[src/rtl/rtc_alarm_pkg.sv]
package rtc_alarm_pkg;

    localparam int unsigned N_FIELDS = 3;

    typedef enum logic [0:0] {
        ST_QUIET  = 1'b0,
        ST_RAISED = 1'b1
    } alm_state_e;

endpackage

[src/rtl/alm_field_cmp.sv]
module alm_field_cmp #(
    parameter int unsigned FIELD_W   = 8,
    parameter int unsigned WILD_BITS = 2
) (
    input  logic [FIELD_W-1:0] cur_i,
    input  logic [FIELD_W-1:0] alm_i,
    output logic               hit_o
);
    localparam int unsigned TOP = FIELD_W - 1;

    logic wild;
    logic equal;

    always_comb begin
        wild  = &alm_i[TOP -: WILD_BITS];
        equal = (cur_i == alm_i);
        hit_o = wild | equal;
    end
endmodule

[src/rtl/alm_flag_fsm.sv]
module alm_flag_fsm
    import rtc_alarm_pkg::*;
(
    input  logic clk,
    input  logic rst_n,
    input  logic upd_i,
    input  logic all_hit_i,
    input  logic rd_clr_i,
    input  logic en_i,
    output logic flag_o,
    output logic irq_o
);
    alm_state_e state_q, state_d;
    logic       stb_q;
    logic       fresh;
    logic       set_evt;

    always_ff @(posedge clk) begin
        if (!rst_n) stb_q <= 1'b0;
        else        stb_q <= upd_i;
    end

    assign fresh   = upd_i & ~stb_q;
    assign set_evt = fresh & all_hit_i;

    always_comb begin
        state_d = state_q;
        unique case (state_q)
            ST_QUIET:  if (set_evt)               state_d = ST_RAISED;
            ST_RAISED: if (rd_clr_i && !set_evt)  state_d = ST_QUIET;
        endcase
    end

    always_ff @(posedge clk) begin
        if (!rst_n) state_q <= ST_QUIET;
        else        state_q <= state_d;
    end

    always_comb begin
        flag_o = (state_q == ST_RAISED);
        irq_o  = flag_o & en_i;
    end

    AST_SET_ON_MATCH: assert property (@(posedge clk) disable iff (!rst_n)
        set_evt |=> flag_o);
    AST_NO_SPURIOUS_SET: assert property (@(posedge clk) disable iff (!rst_n)
        $rose(flag_o) |-> $past(upd_i && all_hit_i));
    AST_CLEAR_ON_READ: assert property (@(posedge clk) disable iff (!rst_n)
        (rd_clr_i && !set_evt) |=> !flag_o);
    AST_HOLD_NO_READ: assert property (@(posedge clk) disable iff (!rst_n)
        (flag_o && !rd_clr_i) |=> flag_o);
    AST_SET_WINS: assert property (@(posedge clk) disable iff (!rst_n)
        (rd_clr_i && set_evt) |=> flag_o);
    AST_ONE_EVAL: assert property (@(posedge clk) disable iff (!rst_n)
        (!flag_o && upd_i && stb_q) |=> !flag_o);
    AST_IRQ_MASK: assert property (@(posedge clk) disable iff (!rst_n)
        !en_i |-> !irq_o);
endmodule

[src/rtl/rtc_alarm_match.sv]
module rtc_alarm_match
    import rtc_alarm_pkg::*;
#(
    parameter int unsigned FIELD_W   = 8,
    parameter int unsigned WILD_BITS = 2
) (
    input  logic               clk,
    input  logic               rst_n,
    input  logic               upd_done_i,
    input  logic [FIELD_W-1:0] cur_sec_i,
    input  logic [FIELD_W-1:0] cur_min_i,
    input  logic [FIELD_W-1:0] cur_hr_i,
    input  logic [FIELD_W-1:0] alm_sec_i,
    input  logic [FIELD_W-1:0] alm_min_i,
    input  logic [FIELD_W-1:0] alm_hr_i,
    input  logic               alm_en_i,
    input  logic               stat_rd_i,
    output logic               alm_flag_o,
    output logic               irq_o
);
    localparam int unsigned TOP = FIELD_W - 1;

    logic [FIELD_W-1:0]  cur_arr [N_FIELDS];
    logic [FIELD_W-1:0]  alm_arr [N_FIELDS];
    logic [N_FIELDS-1:0] hit;
    logic                all_hit;

    assign cur_arr[0] = cur_sec_i;
    assign cur_arr[1] = cur_min_i;
    assign cur_arr[2] = cur_hr_i;
    assign alm_arr[0] = alm_sec_i;
    assign alm_arr[1] = alm_min_i;
    assign alm_arr[2] = alm_hr_i;

    for (genvar f = 0; f < N_FIELDS; f++) begin : g_field
        alm_field_cmp #(
            .FIELD_W   (FIELD_W),
            .WILD_BITS (WILD_BITS)
        ) i_cmp (
            .cur_i (cur_arr[f]),
            .alm_i (alm_arr[f]),
            .hit_o (hit[f])
        );
    end

    assign all_hit = &hit;

    alm_flag_fsm i_fsm (
        .clk       (clk),
        .rst_n     (rst_n),
        .upd_i     (upd_done_i),
        .all_hit_i (all_hit),
        .rd_clr_i  (stat_rd_i),
        .en_i      (alm_en_i),
        .flag_o    (alm_flag_o),
        .irq_o     (irq_o)
    );

    AST_RESET_QUIET: assert property (@(posedge clk)
        !rst_n |=> (!alm_flag_o && !irq_o));
    AST_WILD_HIT: assert property (@(posedge clk) disable iff (!rst_n)
        (&alm_hr_i[TOP -: WILD_BITS]) |-> hit[2]);
    AST_ALL_WILD: assert property (@(posedge clk) disable iff (!rst_n)
        ((&alm_sec_i[TOP -: WILD_BITS]) && (&alm_min_i[TOP -: WILD_BITS])
         && (&alm_hr_i[TOP -: WILD_BITS])) |-> all_hit);
    AST_PM_EXACT: assert property (@(posedge clk) disable iff (!rst_n)
        (!(&alm_hr_i[TOP -: WILD_BITS]) && hit[2]) |-> (cur_hr_i == alm_hr_i));
    AST_MISMATCH_BLOCKS: assert property (@(posedge clk) disable iff (!rst_n)
        (!(&alm_sec_i[TOP -: WILD_BITS]) && (cur_sec_i != alm_sec_i)) |-> !all_hit);
endmodule

[config.mk]
export PLATFORM = sky130hd
export DESIGN_NAME = rtc_alarm_match
export DESIGN_NICKNAME = d
export VERILOG_FILES = /design/src/rtl/rtc_alarm_pkg.sv /design/src/rtl/alm_field_cmp.sv /design/src/rtl/alm_flag_fsm.sv /design/src/rtl/rtc_alarm_match.sv
export SDC_FILE = /design/constraint.sdc
export NUM_CORES = 1
export LEC_CHECK = 0
export ABC_AREA = 1
export ABC_CLOCK_PERIOD_IN_PS = 1300
export CORE_AREA = 2 2 39 41
export DETAILED_ROUTE_END_ITERATION = 8
export DIE_AREA = 0 0 41 43
export DONT_BUFFER_PORTS = 1
export PLACE_DENSITY = 0.59
export SETUP_SLACK_MARGIN = 0.1
export SLEW_MARGIN = 20
export SYNTH_ARGS = -nofsm -noshare
export SYNTH_HDL_FRONTEND = slang
export SYNTH_HIERARCHICAL = 1
export SYNTH_SLANG_ARGS = --single-unit
[constraint.sdc]
create_clock -name clk -period 1.3 [get_ports clk]
set_input_delay 0.26 -clock clk [delete_from_list [all_inputs] [get_ports clk]]
set_output_delay 0.26 -clock clk [all_outputs]
set_load 0.1 [all_outputs]
==> out/qor.txt, run 1 <==
yosys warns -> 6
MaxCap Viol Count -> 0
cell area after synthesis -> 531 um2
Layout Nets -> 173
Logic pwr share -> 0.331
H-tree Lvls -> 1
mux cell area share after synthesis -> 0
CTS tree -> built
CP cell instances -> nand2_4, clkinvlp_4, buf_12
Gate Count Post-Synth -> 113
ratio of cells with drive above 1 in the final layout -> 0.0924
Initial Util -> 0.383
cell area after layout -> 619 um2
DP Wirelength -> 875 um
vias in the first global route -> 501
Die ar. -> 1760 um2
via count -> 569
Root Buffer -> clkbuf_4
GP Congestion -> 0.610
post-synthesis adder-cell area fraction -> 0
WP data required -> 1040 ps
post-CTS setup buffer count -> 0
drt wl/cell -> 6.96 um
Placed Area -> 593 um2
Net Sw Frac -> 0.276
status -> completed
post-route minimum period -> 1140 ps
ANT nets after route -> 0
endpoint class of the critical path -> output pin
CTS Hold Bufs -> 0
clk_lat worst skew -> 230 ps
CP Class -> register to output pin
post-route setup TNS -> 0 ps
Worst Hold Class -> input pin to register
Reg power frac -> 0.195
most frequent cells after synthesis -> nand2_1, inv_1, xnor2_1
Post-route DRC -> 0
period utilization -> 0.877
Leak -> 0.394 nW
CP max FO -> 2
top cells by area, synth -> nand2_1, xnor2_1, inv_1
Yosys top cell area share -> 0.439
clock sink count -> 2
Die H -> 43 um
skew final -> 9.14 ps
WL final -> 940 um
RSZ-0062 raised after global routing -> false
Yosys cell types -> 9
Critical Path Max Stage Delay -> 340 ps
Via-to-Cell Ratio -> 4.21
Fin Hold WS -> 161 ps
asr flop ratio synth -> 0
top-count cell post-synth -> nand2_1
Slew headroom -> 0.809
Reg2Reg Setup Slack -> 380 ps
Synth Area in Compound Gates -> 0
Pint -> 0.234 mW
main combinational cell family by area after synthesis -> simple AND/OR/NAND/NOR gates
Power Density -> 521 nW/um2
final setup violation count -> 0
main flop type after synthesis -> dfxtp_1
count of final hold-check violations -> 0
Setup WS pre-CTS -> 202 ps
switching pwr -> 0.0890 mW
number of buffers created by CTS -> 3
Syn Nets -> 166
synthesized flop and latch total -> 2
initial detailed-routing violation count -> 2
row count -> 14
n_diodes -> 0
overall routing resource usage -> 0.115
worst-margin pin slew -> 287 ps
clock share of power -> 0.474
global-route wire length before repair -> 1.44 mm
post-cts sizing count -> 0
GRT overflow -> 0
Slew Limit Fails -> 0
arrival time worst endpoint -> 880 ps
Fmax -> 877 MHz
fin worst setup slack -> 160 ps
Post-Synth XOR/XNOR Area -> 0.198
sequential area share after synthesis -> 0.0755
CORE AREA -> 1380 um2
Worst-path clk slew -> 40 ps
Post-Synth Simple-Gate Area -> 0.528
largest net degree at the start of global routing -> 4
Buffers on Ports -> 0
post-synth top area cell -> nand2_1
Die Wd -> 41 um
antenna violations before repair -> 0
VDD IR-drop max -> 0.379 mV
Fillers -> 161
drt first pass iters -> 2
Clock Path Buffers -> 2
I/O pin cnt -> 55
Worst setup SP type -> register
Mapped Avg Cell Area -> 4.69 um2
EDFF count, synth -> 0
Area Overhead vs Synth -> 16.7%
CP max-delay cell -> dfxtp_4
-- power groups by stage --
stage	Sequential (mW)	Clock, mW	Combinational, mW
global route	0.0630	0.165	0.130
detailed placement	0.0638	0	0.108
global placement	0.0639	0	0.105
floorplan	0.0647	0	0.0965
finish	0.0629	0.153	0.107
CTS	0.0630	0.161	0.109
-- sequential cells by signal (all words and copies together) (netlist names) --
| register | flops |
|---|---|
| i_fsm/flag_o | 1 |
| i_fsm/stb_q | 1 |
-- through the flow --
| stage | power (mW) | instances | utilization |
|---|---|---|---|
| after global placement | 0.169 | 131 | 0.429 |
| after CTS | 0.333 | 135 | 0.448 |
| after floorplan | 0.161 | 113 | - |
| after detailed placement | 0.172 | 131 | 0.429 |
| after global routing | 0.357 | 135 | 0.448 |
| final | 0.323 | 135 | 0.448 |
-- area by class of cell --
cell class | instances | area (um2) | area share
clock buffer | 4 | 26.3 | 0.0424
tap | 16 | 20.0 | 0.0323
inverter | 28 | 109 | 0.176
sequential | 2 | 43.8 | 0.0707
multi-input combinational | 83 | 393 | 0.634
timing repair buffer | 2 | 27.5 | 0.0444
-- path summary, 6_finish.rpt --
| kind | to | depth (start not counted) | from |
|---|---|---|---|
| max | irq_o | 3 | i_fsm/flag_o |
| min reg2reg | i_fsm/flag_o | 3 | i_fsm/stb_q |
| min | i_fsm/stb_q | 2 | upd_done_i |
| max reg2reg | i_fsm/flag_o | 3 | i_fsm/flag_o |
-- critical path: cells and delay by family, from the launching register on --
family                 cells  cell delay (ps)
and+or+nand+nor            1               60
buffers and inverters      2              260
DFF                        1              340
-- logic make-up (layout without fill, tap and decap cells) --
family	count (synthesis)	count (layout)
and+or+nand+nor	71	71
buffers and inverters	28	34
xor gates and xnor gates	12	12
DFF	2	2
-- layout by cell type (no fill, tap or decap) --
master / count
buf_12: 1
buf_4: 1
clkbuf_1: 1
clkbuf_4: 3
clkinvlp_4: 1
dfxtp_1: 1
dfxtp_4: 1
inv_1: 26
inv_2: 1
nand2_1: 61
nand2_4: 1
nand3b_1: 1
nor2_1: 6
nor2_2: 1
nor2_4: 1
xnor2_1: 12
-- metal layers --
metal | wire length, um | global-route usage | up-vias
met5 | 0 | 0 | -
met4 | 0 | 0.0733 | 0
met3 | 122 | 0.0262 | 0
met2 | 472 | 0.206 | 31
met1 | 345 | 0.105 | 215
li1 | - | - | 323
(Power assumes the default switching activity.)
==> run 2, diff against run 1 <==
--- a/config.mk
+++ b/config.mk
@@ -15,3 +15,2 @@
 export SETUP_SLACK_MARGIN = 0.1
-export SLEW_MARGIN = 20
 export SYNTH_ARGS = -nofsm -noshare
==> constraint.sdc (replaced) <==
create_clock -name clk -period 1.3 [get_ports clk]
set_input_delay 0.195 -clock clk [delete_from_list [all_inputs] [get_ports clk]]
set_output_delay 0.195 -clock clk [all_outputs]
set_load 0.1 [all_outputs]
==> run 2 against run 1 <==
First-iteration DRC count up 50%. Setup slack better by 54 ps. Sequential power is essentially flat. Sequential share of layout area grew 0.058 points. Hold slack got worse by 55 ps. Critical endpoint unchanged. Fmax increased by 5.0%.
==> out/qor.txt, run 2 (synthesis gave the netlist of run 1 again) <==
most frequent cells in the layout -> nand2_1, inv_1, xnor2_1, nor2_1, clkbuf_4
Layout Nets -> 173 (unchanged)
global-route wire length before repair -> 1.39 mm (-3.4%)
ANT nets after route -> 0 (unchanged)
post-route minimum period -> 1090 ps (-54.0 ps)
post-cts sizing count -> 0 (unchanged)
Slew Limit Fails -> 0 (unchanged)
CP max-delay cell -> dfxtp_4
Critical Path Max Stage Delay -> 340 ps (about the same)
status -> completed
n_diodes -> 0 (unchanged)
Reg-to-Reg Start -> i_fsm/flag_o
post-CTS setup buffer count -> 0 (unchanged)
Root Buffer -> clkbuf_4
clk_lat worst skew -> 230 ps (about the same)
Worst-path clk slew -> 40 ps (about the same)
clock sink count -> 2 (unchanged)
worst-margin pin slew -> 277 ps (-9.72 ps)
initial detailed-routing violation count -> 3 (+1)
CORE AREA -> 1380 um2 (unchanged)
Post-route DRC -> 0 (unchanged)
Worst Hold Launch -> upd_done_i
largest net degree at the start of global routing -> 4 (unchanged)
H-tree Lvls -> 1 (unchanged)
CP Class -> register to output pin
Die Wd -> 41 um (unchanged)
arrival time worst endpoint -> 890 ps (about the same)
antenna violations before repair -> 0 (unchanged)
I/O pin cnt -> 55 (unchanged)
endpoint class of the critical path -> output pin
MaxCap Viol Count -> 0 (unchanged)
Worst setup startpoint -> i_fsm/flag_o
Power Density -> 519 nW/um2 (-0.43%)
Worst setup SP type -> register
Die H -> 43 um (unchanged)
Fmax -> 920 MHz (+5.0%)
Worst Hold Class -> input pin to register
crit path buf inv count -> 2 (unchanged)
drt first pass iters -> 2 (unchanged)
vias in the first global route -> 456 (-9.0%)
CP cell instances -> nand2_2, clkinvlp_4, buf_12
RSZ-0062 raised after global routing -> false
GRT overflow -> 0 (unchanged)
Slew headroom -> 0.817 (+0.00800)
Via-to-Cell Ratio -> 4.06 (-3.7%)
Layout Utilization -> 0.444 (-0.00362)
Buffers on Ports -> 0 (unchanged)
CP max FO -> 3 (+1)
DP Wirelength -> 897 um (+2.6%)
final setup violation count -> 0 (unchanged)
via count -> 548 (-3.7%)
Clock Path Buffers -> 2 (unchanged)
WL final -> 955 um (+1.6%)
number of buffers created by CTS -> 3 (unchanged)
WP data required -> 1110 ps (+70 ps)
count of final hold-check violations -> 0 (unchanged)
drt wl/cell -> 7.07 um (+1.6%)
period utilization -> 0.836 (-0.0415)
largest delay contributor family on the critical path -> flip-flops
CTS Hold Bufs -> 0 (unchanged)
most common cell after layout, fill and taps aside -> nand2_1
overall routing resource usage -> 0.111 (-0.00389)
VDD IR-drop max -> 0.322 mV (-15%)
GP Congestion -> 0.575 (-5.8%)
row count -> 14 (unchanged)
CTS tree -> built
post-route setup TNS -> 0 ps (unchanged)
Area Overhead vs Synth -> 15.8%
ratio of cells with drive above 1 in the final layout -> 0.0924 (unchanged)
Initial Util -> 0.383 (unchanged)
Leak -> 0.386 nW (-2.1%)
skew final -> 10.7 ps (+1.55 ps)
Die ar. -> 1760 um2 (unchanged)
-- run 2: power by group --
part / switching [mW] / internal (mW)
logic: 0.0487 / 0.0579
registers: 0.00128 / 0.0617
clock network: 0.0353 / 0.114
-- run 2: stage by stage --
| step | cells | hold WS, ps | total power, mW | cell area (um2) | setup WS [ps] |
|---|---|---|---|---|---|
| after detailed placement | 131 | 324 | 0.171 | 588 | 285 |
| after CTS | 135 | 98.6 | 0.329 | 614 | 199 |
| after global placement | 131 | 319 | 0.168 | 588 | 301 |
| after global routing | 135 | 110 | 0.358 | 614 | 170 |
| after floorplan | 113 | 308 | 0.161 | 541 | 138 |
| final | 135 | 106 | 0.319 | 614 | 214 |
-- run 2: cell type report --
| type | instances | area, um2 |
|---|---|---|
| flip-flops and latches | 2 | 43.8 |
| fillers | 157 | 769 |
| repair buffers | 2 | 27.5 |
| inverters | 28 | 109 |
| well taps | 16 | 20.0 |
| clock buffers | 4 | 26.3 |
| multi-input cells | 83 | 388 |
-- run 2: worst paths after layout --
kind | end | slack, ps | cells after the start
worst max-delay path | irq_o | 210 | 3
worst min-delay path | i_fsm/stb_q | 110 | 2
worst max register to register | i_fsm/flag_o | 720 | 2
worst min register to register | i_fsm/flag_o | 500 | 3
-- run 2: worst reg2reg max path, stage by stage, from the launching register on --
cell and delay, ps:
dfxtp_4 340, nand3b_1 80, nand2_1 50
-- run 2: metal layers --
| metal | global-route usage | up-vias | wire length [um] |
|---|---|---|---|
| met1 | 0.0863 | 199 | 335 |
| li1 | - | 324 | - |
| met2 | 0.225 | 25 | 523 |
| met5 | 0 | - | 0 |
| met4 | 0.0600 | 0 | 0 |
| met3 | 0.0157 | 0 | 97 |
